--- src/rtl/pf_seq_pkg.sv ---
package pf_seq_pkg;

  typedef enum logic [2:0] {
    ST_IDLE   = 3'd0,
    ST_DRAIN  = 3'd1,
    ST_PREALL = 3'd2,
    ST_TRP    = 3'd3,
    ST_SREF   = 3'd4,
    ST_DONE   = 3'd5
  } pf_state_e;

  // row/column/write strobe triple, active low
  localparam logic [2:0] RCW_DESEL = 3'b111;
  localparam logic [2:0] RCW_PRE   = 3'b010;
  localparam logic [2:0] RCW_SREF  = 3'b001;

endpackage

--- src/rtl/pf_trp_timer.sv ---
module pf_trp_timer #(
  parameter int TRP_CYC = 3
) (
  input  logic clk,
  input  logic rst_n,
  input  logic load_i,
  input  logic en_i,
  output logic expire_o
);
  localparam int CW = (TRP_CYC > 2) ? $clog2(TRP_CYC) : 1;
  localparam logic [CW-1:0] LOAD_VAL = CW'(TRP_CYC - 1);
  localparam logic [CW-1:0] ONE      = CW'(1);

  logic [CW-1:0] cnt_q, cnt_d;
  logic          cnt_en;

  always_comb begin
    cnt_en = 1'b0;
    cnt_d  = cnt_q;
    if (load_i) begin
      cnt_en = 1'b1;
      cnt_d  = LOAD_VAL;
    end else if (en_i && (cnt_q != '0)) begin
      cnt_en = 1'b1;
      cnt_d  = cnt_q - ONE;
    end
  end

  always_ff @(posedge clk or negedge rst_n) begin
    if (!rst_n)      cnt_q <= '0;
    else if (cnt_en) cnt_q <= cnt_d;
  end

  assign expire_o = en_i && (cnt_q == ONE);

endmodule

--- src/rtl/pf_seq_fsm.sv ---
module pf_seq_fsm
  import pf_seq_pkg::*;
#(
  parameter int RANKS = 2,
  localparam int RW = (RANKS > 1) ? $clog2(RANKS) : 1
) (
  input  logic          clk,
  input  logic          rst_n,
  input  logic          pf_req_i,
  input  logic          eng_idle_i,
  input  logic          tmr_expire_i,
  output pf_state_e     state_o,
  output logic [RW-1:0] rank_o,
  output logic          tmr_load_o,
  output logic          tmr_en_o,
  output logic          discard_o
);
  localparam logic [RW-1:0] LAST_RANK = RW'(RANKS - 1);
  localparam logic [RW-1:0] ONE       = RW'(1);

  pf_state_e     state_q, state_d;
  logic [RW-1:0] rank_q, rank_d;
  logic          rank_en;
  logic          discard_q, discard_d;

  always_comb begin
    state_d    = state_q;
    rank_d     = rank_q;
    rank_en    = 1'b0;
    discard_d  = 1'b0;
    tmr_load_o = 1'b0;
    unique case (state_q)
      ST_IDLE: begin
        if (pf_req_i) begin
          state_d   = ST_DRAIN;
          discard_d = 1'b1;
        end
      end
      ST_DRAIN: begin
        if (eng_idle_i) state_d = ST_PREALL;
      end
      ST_PREALL: begin
        state_d    = ST_TRP;
        tmr_load_o = 1'b1;
        rank_d     = '0;
        rank_en    = 1'b1;
      end
      ST_TRP: begin
        if (tmr_expire_i) state_d = ST_SREF;
      end
      ST_SREF: begin
        if (rank_q == LAST_RANK) begin
          state_d = ST_DONE;
        end else begin
          rank_d  = rank_q + ONE;
          rank_en = 1'b1;
        end
      end
      ST_DONE: state_d = ST_DONE;
      default: state_d = ST_IDLE;
    endcase
  end

  always_ff @(posedge clk or negedge rst_n) begin
    if (!rst_n) begin
      state_q   <= ST_IDLE;
      discard_q <= 1'b0;
    end else begin
      state_q   <= state_d;
      discard_q <= discard_d;
    end
  end

  always_ff @(posedge clk or negedge rst_n) begin
    if (!rst_n)       rank_q <= '0;
    else if (rank_en) rank_q <= rank_d;
  end

  assign state_o   = state_q;
  assign rank_o    = rank_q;
  assign tmr_en_o  = (state_q == ST_TRP);
  assign discard_o = discard_q;

endmodule

--- src/rtl/pf_cmd_drive.sv ---
module pf_cmd_drive
  import pf_seq_pkg::*;
#(
  parameter int RANKS = 2,
  localparam int RW = (RANKS > 1) ? $clog2(RANKS) : 1
) (
  input  pf_state_e        state_i,
  input  logic [RW-1:0]    rank_i,
  output logic [RANKS-1:0] cs_n_o,
  output logic             ras_n_o,
  output logic             cas_n_o,
  output logic             we_n_o,
  output logic             a10_o,
  output logic [RANKS-1:0] cke_o,
  output logic             done_o
);
  logic [2:0] rcw;

  always_comb begin
    unique case (state_i)
      ST_PREALL: rcw = RCW_PRE;
      ST_SREF:   rcw = RCW_SREF;
      default:   rcw = RCW_DESEL;
    endcase
  end

  assign {ras_n_o, cas_n_o, we_n_o} = rcw;
  assign a10_o  = (state_i == ST_PREALL);
  assign done_o = (state_i == ST_DONE);

  for (genvar r = 0; r < RANKS; r++) begin : g_rank
    localparam logic [RW-1:0] RIDX = RW'(r);
    logic hit, parked;
    assign hit    = (state_i == ST_SREF) && (rank_i == RIDX);
    assign parked = (state_i == ST_DONE) ||
                    ((state_i == ST_SREF) && (rank_i >= RIDX));
    assign cs_n_o[r] = !((state_i == ST_PREALL) || hit);
    assign cke_o[r]  = !parked;
  end

endmodule

--- src/rtl/pf_selfref_seq.sv ---
module pf_selfref_seq
  import pf_seq_pkg::*;
#(
  parameter int TRP_CYC = 3,
  parameter int RANKS   = 2
) (
  input  logic             clk,
  input  logic             rst_n,
  input  logic             pf_req_i,
  input  logic             eng_idle_i,
  output logic [RANKS-1:0] cmd_cs_n_o,
  output logic             cmd_ras_n_o,
  output logic             cmd_cas_n_o,
  output logic             cmd_we_n_o,
  output logic             cmd_a10_o,
  output logic [RANKS-1:0] cke_o,
  output logic             wbuf_discard_o,
  output logic             pf_done_o
);
  localparam int RW = (RANKS > 1) ? $clog2(RANKS) : 1;

  pf_state_e     state;
  logic [RW-1:0] rank;
  logic          tmr_load, tmr_en, tmr_expire;

  pf_seq_fsm #(.RANKS(RANKS)) u_fsm (
    .clk          (clk),
    .rst_n        (rst_n),
    .pf_req_i     (pf_req_i),
    .eng_idle_i   (eng_idle_i),
    .tmr_expire_i (tmr_expire),
    .state_o      (state),
    .rank_o       (rank),
    .tmr_load_o   (tmr_load),
    .tmr_en_o     (tmr_en),
    .discard_o    (wbuf_discard_o)
  );

  pf_trp_timer #(.TRP_CYC(TRP_CYC)) u_tmr (
    .clk      (clk),
    .rst_n    (rst_n),
    .load_i   (tmr_load),
    .en_i     (tmr_en),
    .expire_o (tmr_expire)
  );

  pf_cmd_drive #(.RANKS(RANKS)) u_drv (
    .state_i (state),
    .rank_i  (rank),
    .cs_n_o  (cmd_cs_n_o),
    .ras_n_o (cmd_ras_n_o),
    .cas_n_o (cmd_cas_n_o),
    .we_n_o  (cmd_we_n_o),
    .a10_o   (cmd_a10_o),
    .cke_o   (cke_o),
    .done_o  (pf_done_o)
  );

endmodule

--- config.mk ---
export PLATFORM = sky130hd
export DESIGN_NAME = pf_selfref_seq
export DESIGN_NICKNAME = d
export VERILOG_FILES = /design/src/rtl/pf_seq_pkg.sv /design/src/rtl/pf_trp_timer.sv /design/src/rtl/pf_seq_fsm.sv /design/src/rtl/pf_cmd_drive.sv /design/src/rtl/pf_selfref_seq.sv
export SDC_FILE = /design/constraint.sdc
export NUM_CORES = 1
export LEC_CHECK = 0
export ABC_AREA = 1
export BUFFER_PORTS_ARGS = -buffer_cell sky130_fd_sc_hd__buf_2
export CAP_MARGIN = 10
export CELL_PAD_IN_SITES_DETAIL_PLACEMENT = 0
export CELL_PAD_IN_SITES_GLOBAL_PLACEMENT = 1
export CORE_MARGIN = 5
export CORE_UTILIZATION = 29
export CTS_CLUSTER_SIZE = 14
export DETAILED_ROUTE_END_ITERATION = 8
export MAX_ROUTING_LAYER = met4
export PLACE_DENSITY = 0.78
export SKIP_LAST_GASP = 1
export SYNTH_ARGS = -nofsm -noshare
export SYNTH_HDL_FRONTEND = slang
export SYNTH_SLANG_ARGS = --single-unit
--- constraint.sdc ---
create_clock -name clk -period 1.1 [get_ports clk]
set_input_delay 0.22 -clock clk [delete_from_list [all_inputs] [get_ports clk]]
set_output_delay 0.22 -clock clk [all_outputs]
set_load 0.03 [all_outputs]
# Word-level counts from Yosys, hierarchy flattened
# Index checks and enable logic that the tools add are counted.
[word_totals]
reg_bits = 7
in_bits = 4
wordCells = 57
[classes]
addsub = 2
n_lt_le_gt_ge = 2
n_eq_ne = 10
muxes = 17
n_bitwise = 1
reduce_logical = 21
[ops]
columns = ["operator", "count"]
rows = [
  ["$pmux 3 s6", 1],
  ["$mux 3", 4],
  ["$ne 2x2->1 const B", 4],
  ["$mux 1", 7],
  ["$eq 3x2->1 const B", 2],
  ["$eq 3x3->1 const B", 2],
  ["$logic_and 1x1->1", 6],
  ["$pmux 3 s2", 1],
  ["$reduce_bool 2->1", 3],
  ["$logic_not 1->1", 4],
  ["$logic_or 1x1->1", 4],
  ["$mux 2", 2],
  ["$pmux 1 s2", 2],
  ["$reduce_and 2->1", 2],
  ["$reduce_and 4->1", 1],
  ["$eq 3x1->1 const B", 1],
  ["$logic_not 3->1", 1],
  ["$eq 2x1->1 const B", 1],
  ["$ge 1x1->1 const B", 2],
  ["$sub 2x1->2 const B", 1],
  ["$add 1x1->1 const B", 1],
  ["$not 1->1", 1],
]

# Logic depth before layout (Yosys ltp)
# Gate-level depths: netlist (run 1).
[depth]
ltp_word = 5
ltp_mapped = 8
depth_no_buf = 8

# Cells and area by module
# From an unflattened synthesis (run 1), not the netlist that was laid out.
[unflattened]
cells_unflattened = 78
area_unflattened_um2 = 509.2
[modules_own_cells]
columns = ["module", "n_inst", "cells_per_inst", "area_per_inst_um2", "seq_area_each_um2"]
rows = [
  ["pf_seq_fsm", 1, 42, 292.8, 125.1],
  ["pf_trp_timer", 1, 19, 136.4, 50.0],
  ["pf_cmd_drive", 1, 17, 80.1, 0.0],
]

# Worst setup path after synthesis (run 1)
# Ideal clock, no wire load.
[synth_path]
kind = "reg-to-output"
from = "register u_fsm.state_q[2], in the netlist u_fsm.state_o[2]"
to = "output cmd_cs_n_o[1]"
arrival_ps = 1240
required_ps = 880
setup_slack_ps = -360
path_stages_with_launch = 7
path_buffers = 0
path_cell_list = "dfrtp_1 > nor2_1 > inv_1 > nor2_4 > inv_2 > o21ai_0 > inv_1"
[synth_rtl]
columns = ["element", "line", "text"]
rows = [
  ["from (decl)", "pf_seq_fsm.sv:21", "pf_state_e state_q, state_d;"],
  ["from (signal assigned)", "pf_seq_fsm.sv:69", "state_q <= state_d;"],
  ["$eq 3x2->1", "-", ""],
  ["via cmd_a10_o", "pf_selfref_seq.sv:15", "output logic cmd_a10_o,"],
  ["$logic_or 1x1->1", "pf_cmd_drive.sv:37", "assign cs_n_o[r] = !((state_i == ST_PREALL) || hit);"],
  ["$logic_not 1->1", "pf_cmd_drive.sv:37", ""],
  ["to (decl)", "pf_selfref_seq.sv:11", "output logic [RANKS-1:0] cmd_cs_n_o,"],
]
# The timed path passes the listed nets, and every way through them passes these cells.

# Worst setup path after layout (run 1)
[layout_path]
from = "register u_fsm.state_q[0], in the netlist u_fsm.state_o[0]"
to = "output cmd_cs_n_o[1]"
[layout_via]
elab_chain_len = 4
[layout_lines]
columns = ["element", "line", "text"]
rows = [
  ["$eq 3x3->1", "pf_cmd_drive.sv:34", "assign hit = (state_i == ST_SREF) && (rank_i == RIDX);"],
  ["$logic_and 1x1->1", "pf_cmd_drive.sv:34", ""],
  ["$logic_or 1x1->1 (*)", "pf_cmd_drive.sv:37", ""],
  ["$logic_not 1->1 (*)", "pf_cmd_drive.sv:37", ""],
]
# Every way passes the cells marked *; elsewhere a longest branch is shown, timed or not.

==> results.json, run 1 <==
{
  "crit_arrival_ps": 1330,
  "design.core.area_sq_um": 1506,
  "ir_drop_uv": 1116,
  "leakage_nw": 0.4736,
  "crit_fanout": 4,
  "synth_cell_types": 15,
  "hpwl_microns": 988.9,
  "endpoint_kind": "output port",
  "initial_core_util_pct": 30.23,
  "met3_usage_pct": 3.012,
  "status": "finished with violations",
  "yosysSeqAreaShare_pct": 38.46,
  "yosys_warnings": 0,
  "post-route-min-period_ps": 1551,
  "vias": 570,
  "grtUsageMet2_pct": 23.31,
  "setup_viol": 14,
  "timing.final.ws_setup_ps": -450.7,
  "cts_tree": "done",
  "dr.pass1.iters": 4,
  "cap_violations": 0,
  "grt_pass1_vias": 564,
  "worstRegToRegCells": 10,
  "final_cells": 121,
  "whs_ps": 228.5,
  "syn_area_per_cell_sq_um": 7.116,
  "drt-initial-drc-count": 18,
  "worst_clock_skew_ps": 4.180,
  "crit_required_ps": 880,
  "die_h_microns": 49.63,
  "fmax_ghz": 0.6449,
  "synth_fp_nets": 70,
  "grt_busiest_layer": "met2",
  "rsz0062_at_grt": "yes",
  "netlist_area_sq_um": 455.4,
  "grt_max_degree": 8,
  "rows": 14,
  "path_class": "flip-flop to output port",
  "hold_viol_final": 0,
  "io_pins": 14,
  "grt.met1_usage_pct": 13.79,
  "drc": 0,
  "ys_ff_latch": 7,
  "grt_usage_pct": 14.39,
  "final_antenna_net_count": 0,
  "tightest_slew_ps": 185.8,
  "avgRoutedWirePerCell_microns": 14.24,
  "cts_buffers": 3,
  "cts.sinks": 7,
  "clk_root_buffer_cell": "clkbuf_4",
  "dp_cells": 105,
  "power_density_nw_per_um2": 3291,
  "worstHoldPathCells": 3,
  "routed_wl_mm": 1.723,
  "period_share_pct": 141.0,
  "insertion_delay_ps": 260,
  "grt_pass1_wl_mm": 2.539,
  "nets": 112,
  "clk_path_buf_depth": 2,
  "diodes": 0,
  "post-place-ws_ps": -178.9,
  "path_clk_slew_ps": 60,
  "post_drt_via_cell_ratio": 4.711,
  "cts_max_level": 1,
  "relSlewSlack_pct": 87.61,
  "netlist_instances": 64,
  "areaGrowthSynthToFinish_pct": 101.6,
  "antenna_found_initial": 0,
  "gr-total-overflow": 0,
  "place_congestion": 0.8074,
  "startpoint_type": "flip-flop",
  "die_area_sq_um": 2463,
  "post-route-util_pct": 60.96,
  "die_w_microns": 49.63,
  "port_buffers": 13,
  "finalMaxSlewViolations": 0,
  "drive_gt1_share_pct": 71.43,
  "hold_path.class": "primary input to flip-flop",
  "violations": "setup timing"
}
==> flip-flops by register name, indices dropped and copies added, names as in the netlist <==
register	cells
u_fsm.discard_o	1
u_fsm.state_o	3
u_tmr.cnt_q	2
u_fsm.rank_o	1
==> final timing paths <==
kind	startpoint	end	slack (ps)
min in group asynchronous	rst_n	u_fsm.state_o[0]$_DFFE_PN0P_	330
worst min-delay path	pf_req_i	u_fsm.discard_o$_DFF_PN0_	230
worst max register to register	u_fsm.state_o[0]$_DFFE_PN0P_	u_fsm.state_o[1]$_DFFE_PN0P_	-330
worst min register to register	u_tmr.cnt_q[0]$_DFFE_PN0P_	u_tmr.cnt_q[0]$_DFFE_PN0P_	560
max in group asynchronous	rst_n	u_fsm.state_o[1]$_DFFE_PN0P_	590
worst max-delay path	u_fsm.state_o[0]$_DFFE_PN0P_	cmd_cs_n_o[1]	-450
==> layout by cell type, fill, tap and decap left out, types with 2 or more instances in the layout <==
cell type / n
nand3_2: 3
inv_2: 4
dfrtp_2: 3
nand2_4: 2
nor2_4: 7
nand2_2: 7
buf_4: 19
inv_4: 3
nor2_2: 2
buf_6: 12
inv_1: 8
nand2_1: 11
clkbuf_4: 3
buf_2: 5
ha_1: 2
dfrtp_1: 4
o21ai_2: 3
==> cells in the mapped netlist <==
master	n	area share (%)
nor2_2	4	5.5
dfrtp_1	7	38
nand2_2	2	2.7
nand2_1	18	15
nor3_1	1	1.1
nor2_1	4	3.3
nand3_2	2	4.4
a22oi_1	1	1.6
nor2_4	1	2.5
o21ai_0	3	3.3
inv_1	13	11
ha_1	2	5.5
a21oi_1	2	2.2
nand3_1	2	2.2
inv_2	2	1.6
==> logic make-up (layout without fill, tap and decap cells) <==
group                    after synthesis  in the layout  share of synthesized area [%]
AO/OA/AOI/OAI                          6              6                          7.143
adder cells (fa/ha/maj)                2              2                          5.494
buffers and inverters                 15             56                          12.36
flip-flops                             7              7                          38.46
AND/OR/NAND/NOR                       34             34                          36.53
==> worst max-delay path: stages, from the launching register on <==
cell and delay, ps:
dfrtp_2 450, nor2_4 100, inv_2 60, nor2_4 160, inv_4 60, o21ai_2 60, inv_2 40, buf_6 130
==> through the flow <==
step	instance area (sq um)	power (mW)	TNS (ps)
2_1_floorplan	479.2	1.400	-1075
3_3_place_gp	654.4	1.914	-1219
3_5_place_dp	654.4	1.945	-1350
4_1_cts	824.5	2.637	-4098
5_1_grt	918.4	3.203	-5529
6_report	918.4	3.023	-4853
==> final cells by class <==
class | instances | area, sq um
flip-flops and latches | 7 | 178.9
fillers | 125 | 588.1
repair buffers | 37 | 312.8
well taps | 16 | 20.02
multi-input cells | 42 | 316.6
clock buffers | 4 | 26.28
inverters | 15 | 63.81
==> layer usage <==
layer / share of wire (%) / vias up
met5: 0 / -
met4: 4.1 / 0
met3: 4.1 / 6
met2: 55 / 14
met1: 37 / 277
li1: - / 273
==> power breakdown <==
group	leakage (nW)	total (mW)	internal, mW	switching, mW
logic	0.376	2.27	1.04	1.23
registers	0.0830	0.502	0.376	0.127
clock network	0.0150	0.255	0.140	0.115
==> repair_timing <==
item / CTS / global route
endpoints found under the hold margin: 7 / 0
setup buffers: 7 / 5
pin swaps: 7 / 10
hold buffers: 1 / 0
resized for setup: 26 / 21
setup endpoints to repair: 14 / 16
(Power assumes the default switching activity.)
==> run 2, diff against run 1 <==
--- a/config.mk
+++ b/config.mk
@@ -6,16 +6,17 @@
 export NUM_CORES = 1
 export LEC_CHECK = 0
 export ABC_AREA = 1
-export BUFFER_PORTS_ARGS = -buffer_cell sky130_fd_sc_hd__buf_2
 export CAP_MARGIN = 10
 export CELL_PAD_IN_SITES_DETAIL_PLACEMENT = 0
 export CELL_PAD_IN_SITES_GLOBAL_PLACEMENT = 1
 export CORE_MARGIN = 5
-export CORE_UTILIZATION = 29
+export CORE_UTILIZATION = 35
 export CTS_CLUSTER_SIZE = 14
 export DETAILED_ROUTE_END_ITERATION = 8
+export DONT_BUFFER_PORTS = 1
+export GPL_ROUTABILITY_DRIVEN = 0
 export MAX_ROUTING_LAYER = met4
-export PLACE_DENSITY = 0.78
+export PLACE_DENSITY = 0.76
 export SKIP_LAST_GASP = 1
 export SYNTH_ARGS = -nofsm -noshare
 export SYNTH_HDL_FRONTEND = slang
==> results.json, run 2 (synthesized netlist as in run 1, its figures left out) <==
{
  "status": "finished with violations",
  "violations": "setup timing",
  "worst_clock_skew_ps": 6.065,
  "routed_wl_mm": 1.566,
  "antenna_found_initial": 0,
  "port_buffers": 0,
  "layout_commonest_cell": "buf_4",
  "hold_viol_final": 0,
  "nets": 104,
  "final_antenna_net_count": 0,
  "crit_fanout": 4,
  "dr.pass1.iters": 4,
  "fmax_ghz": 0.6661,
  "rsz0062_at_grt": "yes",
  "insertion_delay_ps": 260,
  "grtUsageMet2_pct": 25.00,
  "grt_max_degree": 8,
  "grt_busiest_layer": "met2",
  "crit_arrival_ps": 1280,
  "setup_viol": 15,
  "hpwl_microns": 928.4,
  "die_w_microns": 46.07,
  "cts.sinks": 7,
  "drt-initial-drc-count": 2,
  "crit_required_ps": 880,
  "path_clk_slew_ps": 50,
  "io_pins": 14,
  "gr-total-overflow": 0,
  "ir_drop_uv": 1426,
  "die_h_microns": 46.07,
  "hold_path.class": "primary input to flip-flop",
  "initial_core_util_pct": 35.90,
  "cap_violations": 0,
  "areaGrowthSynthToFinish_pct": 84.62,
  "largest_reg_flops": 3,
  "vias": 519,
  "worstRegToRegCells": 10,
  "diodes": 0,
  "rows": 13,
  "drc": 0,
  "place_area_sq_um": 633.1,
  "timing.final.ws_setup_ps": -401.2,
  "cts_max_level": 1,
  "period_share_pct": 136.5,
  "cts_buffers": 3,
  "final_cell_mix": "buf_4, nand2_1, inv_1, nor2_4, buf_6",
  "finalMaxSlewViolations": 0,
  "avgRoutedWirePerCell_microns": 13.98,
  "total_power_mw": 2.776,
  "drive_gt1_share_pct": 64.95,
  "worstHoldPathCells": 2,
  "clk_root_buffer_cell": "clkbuf_4",
  "post-route-util_pct": 66.27,
  "path_class": "flip-flop to output port",
  "met3_usage_pct": 7.031,
  "fin_area_sq_um": 840.8,
  "power_density_nw_per_um2": 3301,
  "relSlewSlack_pct": 76.88,
  "post-place-ws_ps": -141.2,
  "post-route-min-period_ps": 1501,
  "whs_ps": 136.0,
  "leakage_nw": 0.4268,
  "grt_usage_pct": 15.33,
  "clk_path_buf_depth": 2,
  "endpoint_kind": "output port",
  "post_drt_via_cell_ratio": 4.634,
  "grt_pass1_wl_mm": 2.063,
  "grt.met1_usage_pct": 14.15,
  "design.core.area_sq_um": 1269,
  "cts_tree": "done",
  "grt_pass1_vias": 490,
  "die_area_sq_um": 2122,
  "startpoint_type": "flip-flop",
  "tightest_slew_ps": 345.7
}
-- run 2: cell count changes in the layout (fill, tap and decap cells not counted), moves of 2 or more --
cell / change
buf_6: -4
nand2_1: +3
buf_2: -5
nand2_4: -2
-- run 2: through the flow --
step                      std cells  setup TNS [ps]
after floorplan                  64           -1075
final                           112           -4058
after global placement           97          -822.1
after global routing            112           -4962
after CTS                       106           -3252
after detailed placement         97           -1116
-- run 2: repair_timing --
| action | in CTS | in global routing |
|---|---|---|
| gates resized for setup | 18 | 13 |
| hold buffers | 1 | 0 |
| pin swaps | 11 | 4 |
| buffers inserted | 5 | 6 |
| endpoints found under the hold margin | 7 | 0 |
| setup endpoints to repair | 14 | 16 |
-- run 2: power by group --
part / switching (mW) / leakage [nW] / internal, mW / total [mW]
clock network: 0.101 / 0.0150 / 0.139 / 0.240
registers: 0.159 / 0.0830 / 0.376 / 0.535
logic: 1.11 / 0.329 / 0.891 / 2.00
-- run 2: per-layer routing --
| layer | wire length (microns) | vias to the layer above | part of all wire (%) |
|---|---|---|---|
| met5 | 0 | - | 0 |
| met4 | 36 | 0 | 2.3 |
| met3 | 58 | 4 | 3.7 |
| met2 | 822 | 12 | 52 |
| li1 | - | 259 | - |
| met1 | 649 | 244 | 41 |
-- run 2: critical path, cell delays in order, from the launching register on --
cell and delay (ps):
dfrtp_2 460, nor2_4 120, inv_2 60, nor2_4 160
inv_4 60, nand2_1 80, inv_2 90
-- run 2: final cells by class --
cell class / count / area [sq um]
fill: 96 / 427.9
multi-input combinational: 42 / 297.8
inverter: 15 / 68.82
sequential: 7 / 178.9
clock buffer: 4 / 26.28
tap: 15 / 18.77
timing repair buffer: 29 / 250.2
-- run 2: final timing paths --
check | start | endpoint | slack (ps)
hold / removal | pf_req_i | u_fsm.discard_o$_DFF_PN0_ | 140
hold reg to reg | u_tmr.cnt_q[0]$_DFFE_PN0P_ | u_tmr.cnt_q[0]$_DFFE_PN0P_ | 560
setup reg to reg | u_fsm.state_o[0]$_DFFE_PN0P_ | u_fsm.state_o[1]$_DFFE_PN0P_ | -330
setup / recovery | u_fsm.state_o[0]$_DFFE_PN0P_ | cmd_cs_n_o[0] | -400
max in group asynchronous | rst_n | u_fsm.state_o[2]$_DFFE_PN0P_ | 520
min in group asynchronous | rst_n | u_fsm.discard_o$_DFF_PN0_ | 300
